## config.mk

```make
export PLATFORM = sky130hd
export DESIGN_NAME = llsc_monitor
export DESIGN_NICKNAME = d
export VERILOG_FILES = /design/src/rtl/llsc_pkg.sv /design/src/rtl/llsc_resv_reg.sv /design/src/rtl/llsc_sc_check.sv /design/src/rtl/llsc_fail_tracker.sv /design/src/rtl/llsc_monitor.sv
export SDC_FILE = /design/constraint.sdc
export NUM_CORES = 1
export LEC_CHECK = 0
export ABC_AREA = 1
export BUFFER_PORTS_ARGS = -buffer_cell sky130_fd_sc_hd__clkbuf_2
export CAP_MARGIN = 10
export CELL_PAD_IN_SITES_DETAIL_PLACEMENT = 0
export CELL_PAD_IN_SITES_GLOBAL_PLACEMENT = 2
export CORE_UTILIZATION = 29
export CTS_BUF_LIST = sky130_fd_sc_hd__clkbuf_8
export DETAILED_ROUTE_END_ITERATION = 6
export PLACE_DENSITY_LB_ADDON = 0.08
export SLEW_MARGIN = 20
export SYNTH_ARGS = -nofsm -noshare
export SYNTH_HDL_FRONTEND = slang
export SYNTH_SLANG_ARGS = --single-unit
```

## constraint.sdc

```tcl
create_clock -name clk -period 2 [get_ports clk]
set_input_delay 0.4 -clock clk [delete_from_list [all_inputs] [get_ports clk]]
set_output_delay 0.4 -clock clk [all_outputs]
set_load 0.01 [all_outputs]
```

## src/rtl/llsc_pkg.sv

```systemverilog
package llsc_pkg;

    typedef enum logic {
        OP_LOAD_LOCKED = 1'b0,
        OP_STORE_COND  = 1'b1
    } llsc_op_e;

    localparam logic [1:0] RC_FAIL     = 2'd0;
    localparam logic [1:0] RC_PASS     = 2'd1;
    localparam logic [1:0] RC_UNCACHED = 2'd2;

    typedef struct packed {
        logic       issue;
        logic [1:0] code;
        logic       sc_fail;
        logic       sc_pass;
        logic       arm;
    } llsc_verdict_t;

    function automatic int unsigned cnt_width(input int unsigned period);
        return (period > 1) ? $clog2(period) : 1;
    endfunction

endpackage

```

## src/rtl/llsc_resv_reg.sv

```systemverilog
module llsc_resv_reg #(
    parameter int ADDR_W    = 32,
    parameter int GRAN_BITS = 4
) (
    input  logic              clk,
    input  logic              rst,
    input  logic              arm,
    input  logic [ADDR_W-1:0] arm_paddr,
    input  logic              drop,
    input  logic              inv_valid,
    input  logic [ADDR_W-1:0] inv_paddr,
    output logic              flag,
    output logic [ADDR_W-1:0] granule
);
    localparam logic [ADDR_W-1:0] LOW_MASK = ADDR_W'((1 << GRAN_BITS) - 1);

    logic inv_hit;

    assign inv_hit = inv_valid && ((inv_paddr & ~LOW_MASK) == granule);

    always_ff @(posedge clk) begin
        if (rst) begin
            flag    <= 1'b0;
            granule <= '0;
        end else if (arm) begin
            flag    <= 1'b1;
            granule <= arm_paddr & ~LOW_MASK;
        end else if (drop || inv_hit) begin
            flag    <= 1'b0;
        end
    end
endmodule

```

## src/rtl/llsc_sc_check.sv

```systemverilog
module llsc_sc_check
    import llsc_pkg::*;
#(
    parameter int ADDR_W    = 32,
    parameter int GRAN_BITS = 4
) (
    input  logic              req_valid,
    input  llsc_op_e          op,
    input  logic [ADDR_W-1:0] paddr,
    input  logic              uncached,
    input  logic              flag,
    input  logic [ADDR_W-1:0] granule,
    output llsc_verdict_t     verdict
);
    localparam logic [ADDR_W-1:0] LOW_MASK = ADDR_W'((1 << GRAN_BITS) - 1);

    logic match;

    assign match = flag && ((paddr & ~LOW_MASK) == granule);

    always_comb begin
        verdict = '0;
        if (req_valid) begin
            if (op == OP_LOAD_LOCKED) begin
                verdict.issue = 1'b1;
                verdict.code  = RC_FAIL;
                verdict.arm   = 1'b1;
            end else if (uncached) begin
                verdict.issue = 1'b1;
                verdict.code  = RC_UNCACHED;
            end else if (match) begin
                verdict.issue   = 1'b1;
                verdict.code    = RC_PASS;
                verdict.sc_pass = 1'b1;
            end else begin
                verdict.issue   = 1'b0;
                verdict.code    = RC_FAIL;
                verdict.sc_fail = 1'b1;
            end
        end
    end
endmodule

```

## src/rtl/llsc_fail_tracker.sv

```systemverilog
module llsc_fail_tracker
    import llsc_pkg::*;
#(
    parameter int WARN_PERIOD = 100000
) (
    input  logic clk,
    input  logic rst,
    input  logic sc_fail,
    input  logic sc_pass,
    output logic warn
);
    localparam int CNT_W = cnt_width(WARN_PERIOD);
    localparam logic [CNT_W-1:0] LAST = CNT_W'(WARN_PERIOD - 1);

    logic [CNT_W-1:0] run_cnt;

    always_ff @(posedge clk) begin
        if (rst) begin
            run_cnt <= '0;
            warn    <= 1'b0;
        end else if (sc_fail) begin
            if (run_cnt == LAST) begin
                run_cnt <= '0;
                warn    <= 1'b1;
            end else begin
                run_cnt <= run_cnt + 1'b1;
                warn    <= 1'b0;
            end
        end else begin
            if (sc_pass) begin
                run_cnt <= '0;
            end
            warn <= 1'b0;
        end
    end
endmodule

```

## src/rtl/llsc_monitor.sv

```systemverilog
module llsc_monitor
    import llsc_pkg::*;
#(
    parameter int ADDR_W      = 32,
    parameter int GRAN_BITS   = 4,
    parameter int WARN_PERIOD = 100000
) (
    input  logic              clk,
    input  logic              rst,
    input  logic              req_valid,
    input  logic              req_op,
    input  logic [ADDR_W-1:0] req_paddr,
    input  logic              req_uncached,
    input  logic              inv_valid,
    input  logic [ADDR_W-1:0] inv_paddr,
    output logic              rsp_issue,
    output logic [1:0]        rsp_code,
    output logic              livelock_warn
);
    llsc_verdict_t     verdict;
    logic              lock_flag;
    logic [ADDR_W-1:0] lock_granule;

    llsc_sc_check #(
        .ADDR_W    (ADDR_W),
        .GRAN_BITS (GRAN_BITS)
    ) u_check (
        .req_valid (req_valid),
        .op        (llsc_op_e'(req_op)),
        .paddr     (req_paddr),
        .uncached  (req_uncached),
        .flag      (lock_flag),
        .granule   (lock_granule),
        .verdict   (verdict)
    );

    llsc_resv_reg #(
        .ADDR_W    (ADDR_W),
        .GRAN_BITS (GRAN_BITS)
    ) u_resv (
        .clk       (clk),
        .rst       (rst),
        .arm       (verdict.arm),
        .arm_paddr (req_paddr),
        .drop      (verdict.sc_fail),
        .inv_valid (inv_valid),
        .inv_paddr (inv_paddr),
        .flag      (lock_flag),
        .granule   (lock_granule)
    );

    llsc_fail_tracker #(
        .WARN_PERIOD (WARN_PERIOD)
    ) u_fail (
        .clk     (clk),
        .rst     (rst),
        .sc_fail (verdict.sc_fail),
        .sc_pass (verdict.sc_pass),
        .warn    (livelock_warn)
    );

    assign rsp_issue = verdict.issue;
    assign rsp_code  = verdict.code;
endmodule

```

==> results of run 1 <==
layout make-up:
class                           instances  area share [%]
Tap cell                              140           4.202
Sequential cell                        47           23.17
Inverter                               89           8.013
Clock inverter                          2          0.9004
Multi-Input combinational cell        414           49.58
Clock buffer                            5           1.651
Timing Repair Buffer                   91           12.48
synthesized netlist by cell type, types with 2 or more instances:
| master | instances |
|---|---|
| nand2_2 | 2 |
| o21ai_0 | 40 |
| nor3_1 | 8 |
| xor2_1 | 13 |
| nor3_2 | 3 |
| xnor2_1 | 10 |
| dfxtp_1 | 47 |
| nor2_1 | 61 |
| nand3_1 | 23 |
| inv_2 | 7 |
| nand2_1 | 176 |
| buf_2 | 4 |
| clkbuf_1 | 9 |
| inv_1 | 81 |
| nand4_1 | 12 |
| a21oi_1 | 44 |
| nand3b_1 | 8 |
| nor2_2 | 4 |
repair_timing:
item	in CTS	in global routing
setup endpoints to repair	2	2
resized for setup	33	13
setup buffers	3	0
pin swaps	12	7
state kept, by name, summed over array words and instances (netlist names):
register / cells
u_resv.granule: 28
u_fail.run_cnt: 17
u_fail.warn: 1
u_resv.flag: 1
tightest hold or removal path, cell delays in order:
cell and delay (ps):
clkbuf_2 90, inv_1 60, a21oi_1 60
worst min-delay path by stage:
stage                             startpoint            endpoint
final                          req_paddr[15]  u_resv.granule[15]
after global placement     u_fail.run_cnt[1]   u_fail.run_cnt[1]
after detailed placement  u_fail.run_cnt[14]  u_fail.run_cnt[14]
after global routing            req_paddr[5]   u_resv.granule[5]
after floorplan           u_fail.run_cnt[14]  u_fail.run_cnt[14]
after CTS                      req_paddr[15]  u_resv.granule[15]
stage by stage:
step           hold WS, ps  utilization, %  power, mW
2_1_floorplan        457.5               -      1.289
3_3_place_gp         476.7           35.67      1.496
3_5_place_dp         481.3           35.67      1.500
4_1_cts              322.3           37.63      2.265
5_1_grt              323.3           37.96      2.376
6_report             329.8           37.96      2.250
cells in the final DEF, fill, tap and decap left out, types with 2 or more instances in the layout:
cell type,n
xor2_1,12
clkbuf_8,5
o21ai_0,38
inv_2,8
buf_2,2
xnor2_1,5
nand2_1,167
nor3_1,6
dfxtp_1,29
nand4_1,12
nor3_2,4
nand2_2,11
nand3b_1,8
inv_1,80
clkbuf_2,63
xnor2_2,5
nor2_1,59
buf_4,26
a21oi_1,43
o21ai_2,2
dfxtp_2,17
nor3_4,2
nor2_2,6
nand3_1,23
report_power, final:
| group | internal, mW | switching [mW] |
|---|---|---|
| Clock | 0.367 | 0.377 |
| Combinational | 0.202 | 0.286 |
| Sequential | 0.980 | 0.0384 |
| Total | 1.55 | 0.701 |
kinds of logic after synthesis:
| family | after synthesis | share of synthesized area [%] |
|---|---|---|
| and+or+nand+nor | 303 | 39.37 |
| buffers and inverters | 104 | 12.27 |
| AOI/OAI and AO/OA | 87 | 13.51 |
| DFF | 47 | 28.39 |
| xor gates and xnor gates | 23 | 6.078 |
| adders and majority gates | 1 | 0.3774 |
layer usage:
| layer | global-route usage, % | vias to the layer above |
|---|---|---|
| li1 | - | 1921 |
| met1 | 30.49 | 1559 |
| met2 | 27.45 | 79 |
| met3 | 2.152 | 6 |
| met4 | 3.185 | 0 |
| met5 | 0 | - |
==> qor.yml, run 1 <==
cells_and_area:
  drive_above_1_share_pct: 24.69
  multi_input_area_sq_mm: 0.002067
  fillers: 1255
  area_delta_synth_final_pct: 25.78
  regArea_sq_um: 965.9
  fin_nets: 719
  antenna_cells: 0
  fin_area_sq_mm: 0.004169
  instances_no_fill: 788
synthesis:
  synthDominantCellAreaShare_pct: 28.39
  ys.flop_type: "dfxtp_1"
  synthCells: 565
  synthTopCellsByArea: "dfxtp_1 (28%), nand2_1 (20%), inv_1 (9.2%)"
  synth_area_leader_cell: "dfxtp_1"
  synth_enable_flop_cells: 0
  synth-warning-count: 0
  synth_seq_cells: 47
  synth.cell_area_sq_mm: 0.003314
  postSynthAreaPerCell_sq_um: 5.866
  syn_nets: 636
  yosysSeqAreaShare_pct: 28.39
  yosysUniqueCellTypes: 31
  async_reset_ff_share_pct: 0
global_route:
  grt_pass1_wl_um: 17140
  grt_usage_pct: 19.19
  grt_pass1_vias: 3261
  antenna_found_initial: 0
  grt_max_degree: 38
  grt_overflow: 0
clock_tree:
  cts_buffers: 5
  cts_buffer_depth: 2
  root_buffer: "clkbuf_8"
  hold_buffers: 0
  clk_latency_ps: 310
  htree_num_levels: 2
  cts_tree: "built"
  clkSinkCount: 47
  clk_pin_slew_ps: 110
setup_path:
  reg2reg_slack_ps: 230
  path_cells: "inv_1 -> nor2_2 -> nor3_2 -> nand2_1 -> nor2_1 -> nand2_1 -> nor3_4 -> buf_2"
  cp-end-kind: "output pin"
  cp.depth: 8
  cp_top_family: "simple AND/OR/NAND/NOR gates"
  r2r_cells: 10
  critPathLaunchType: "flop"
  reg2reg_from: "u_fail.run_cnt[1]"
  r2r-end: "u_fail.run_cnt[16]"
  path_class: "reg -> out"
  crit_fanout: 4
  cp-startpoint: "u_resv.granule[24]"
  cp_slowest_cell: "dfxtp_2"
  crit_path_frequent_cell: "nand2_1"
  crit_required_ps: 1600
  slowest_delay_ps: 350
  crit_end: "rsp_code[0]"
  critPathBufInv: 2
  cp.arrival_ps: 1700
worst_hold_path:
  hp-class: "in -> reg"
  hold_depth: 3
sta:
  period_minus_slack_ps: 2103
  finalWorstSetupSlack_ps: -103.1
  finalCritPeriodShare_pct: 105.2
  hold_viol: 0
  fmax_mhz: 475.5
  slew_headroom_pct: 73.51
  rsz0062_at_grt: "yes"
  tns_ps: -155.9
  finalSetupViolCount: 2
  finalMaxSlewViolations: 0
  worst_slew_pin_slew_ps: 395.8
  fin_skew_ps: 9.770
routing:
  wl_met2_um: 4244
  antenna_left: 0
  top_layer: "met4"
  num_vias: 3565
  wirelength_um: 10750
  drtIter0Drc: 159
  routedWlPerCell_um: 13.65
  vias_per_cell: 4.524
  drc: 0
  wl_met3_um: 440
  dr.pass1.iters: 4
  m1WireLength_um: 5993
placed_design:
  post-place-ws_ps: -94.26
  routabilityCongestion: 0.8199
  port_buffers: 65
  place_inst: 778
  postPlaceCellArea_sq_mm: 0.003918
  dp_hpwl_um: 8563
job:
  drv_cap: 0
power:
  power.leakage_nw: 1.949
  p_per_area_mw_per_mm2: 539.8
  vdd_drop_max_mv: 0.2776
floorplan:
  rows: 38
  coreArea_sq_mm: 0.01098
  die_area_sq_mm: 0.01186
  start_util_pct: 30.18
  ios: 74
  die_w_um: 108.9
  dieHeight_um: 108.9
outcome:
  violations: "negative setup slack"
  status: "complete, but fails checks"
Note: power is estimated with default switching activity, not from simulation.
==> inputs of run 2 (changes only) <==
==> constraint.sdc (replaced) <==
create_clock -name clk -period 2 [get_ports clk]
set_input_delay 0.2 -clock clk [delete_from_list [all_inputs] [get_ports clk]]
set_output_delay 0.2 -clock clk [all_outputs]
set_load 0.01 [all_outputs]
==> run 2 against run 1 <==
The flow now finishes without violations. Fmax is 10% higher. Design area down 3.6%. Critical path depth rose by 1. Utilization down 1.4 points. Cell count shrank 1.5%. Largest cell class unchanged. Highest routed layer unchanged.
==> qor.yml, run 2 (synthesized netlist as in run 1, its figures left out) <==
global_route:
  grt_max_degree: 38
  grt_pass1_vias: 3286
  antenna_found_initial: 0
  grt_pass1_wl_um: 17370
  grt_usage_pct: 19.51
  grt_overflow: 0
cells_and_area:
  fin_nets: 706
  biggestRegsByFlops: "u_resv.granule x28, u_fail.run_cnt x17"
  drive_above_1_share_pct: 20.75
  area_delta_synth_final_pct: 21.29
  final_cell_mix: "nand2_1 (172), inv_1 (80), clkbuf_2 (63)"
  fin_area_sq_mm: 0.004020
  antenna_cells: 0
  layout_commonest_cell: "nand2_1"
  fillers: 1261
  regMostFlops: "u_resv.granule"
  largest_reg_flops: 28
  instances_no_fill: 776
  postLayoutCoreUtil_pct: 36.60
sta:
  slew_headroom_pct: 55.69
  period_minus_slack_ps: 1912
  tns_ps: 0
  hold_viol: 0
  fmax_mhz: 523.0
  worst_slew_pin_slew_ps: 663.9
  rsz0062_at_grt: "yes"
  finalCritPeriodShare_pct: 95.60
  fin_skew_ps: 11.39
  finalSetupViolCount: 0
  finalMaxSlewViolations: 0
floorplan:
  coreArea_sq_mm: 0.01098
  dieHeight_um: 108.9
  die_area_sq_mm: 0.01186
  rows: 38
  start_util_pct: 30.18
  ios: 74
  die_w_um: 108.9
placed_design:
  port_buffers: 65
  dp_hpwl_um: 8678
  routabilityCongestion: 0.8457
  postPlaceCellArea_sq_mm: 0.003805
  place_inst: 763
clock_tree:
  cts_buffers: 5
  root_buffer: "clkbuf_8"
  cts_tree: "built"
  cts_buffer_depth: 2
  htree_num_levels: 2
  clkSinkCount: 47
  clk_pin_slew_ps: 110
  clk_latency_ps: 330
routing:
  wirelength_um: 10950
  routedWlPerCell_um: 14.11
  num_vias: 3531
  antenna_left: 0
  vias_per_cell: 4.550
  drtIter0Drc: 237
  drc: 0
  dr.pass1.iters: 4
setup_path:
  cp-end-kind: "output pin"
  crit_fanout: 4
  crit_required_ps: 1800
  path_class: "reg -> out"
  critPathLaunchType: "flop"
  cp.arrival_ps: 1710
power:
  power.leakage_nw: 1.871
  p_per_area_mw_per_mm2: 535.7
  vdd_drop_max_mv: 0.2939
worst_hold_path:
  hp-class: "in -> reg"
job:
  drv_cap: 0
outcome:
  status: "finished clean"
[run 2: changes by cell type in the layout (fill, tap and decap cells not counted), sizes merged]
cell    previous run  this run
bufinv             1         0
clkinv             1         2
clkbuf            68        69
buf               28        15
[run 2: worst paths after layout]
path | to | slack [ps] | cells after the start | from
worst max-delay path | rsp_code[0] | 90 | 9 | u_resv.granule[27]
worst min-delay path | u_resv.granule[19] | 110 | 3 | req_paddr[19]
worst max register to register | u_fail.run_cnt[5] | 250 | 11 | u_resv.granule[9]
worst min register to register | u_fail.run_cnt[14] | 490 | 2 | u_fail.run_cnt[14]
[run 2: final cells by class]
cell class / instances / area (sq um) / area share [%]
sequential: 47 / 957.2 / 23.81
multi-input combinational: 414 / 2032 / 50.54
clock buffer: 6 / 82.58 / 2.054
clock inverter: 2 / 16.27 / 0.4046
inverter: 89 / 334.1 / 8.310
tap: 140 / 175.2 / 4.357
timing repair buffer: 78 / 422.9 / 10.52
[run 2: per-stage QoR]
step | total power, mW | setup WS [ps] | hold WS [ps]
5_1_grt | 2.278 | -50.50 | 122.0
3_3_place_gp | 1.469 | 266.5 | 451.4
2_1_floorplan | 1.289 | 524.2 | 334.9
3_5_place_dp | 1.472 | 264.4 | 462.1
6_report | 2.153 | 88.06 | 107.0
4_1_cts | 2.167 | 3.737 | 99.09
[run 2: critical path, cell delays in order, from the launching register on]
cell and delay [ps]:
dfxtp_2 370, inv_2 40, nand2_2 70, o21ai_2 60, nor2_1 90, nand2_1 80
nor3_2 170, nand2_1 120, nor3_4 220, buf_2 170
[run 2: what timing repair did]
item	in CTS	in global routing
gates resized for setup	7	23
setup endpoints to repair	2	2
setup buffers	1	4
pin swaps	1	8
hold buffers	0	0
[run 2: per-layer routing]
metal	global-route usage [%]	vias to the layer above	wire length, um
met5	0	-	0
li1	-	1906	-
met3	2.989	8	571
met1	30.82	1539	5966
met2	26.95	78	4318
met4	4.344	0	97
[run 2: where the power goes]
group	switching [mW]	leakage (nW)	internal, mW
Combinational	0.279	1.44	0.179
Clock	0.396	0.0474	0.284
Sequential	0.0371	0.389	0.978
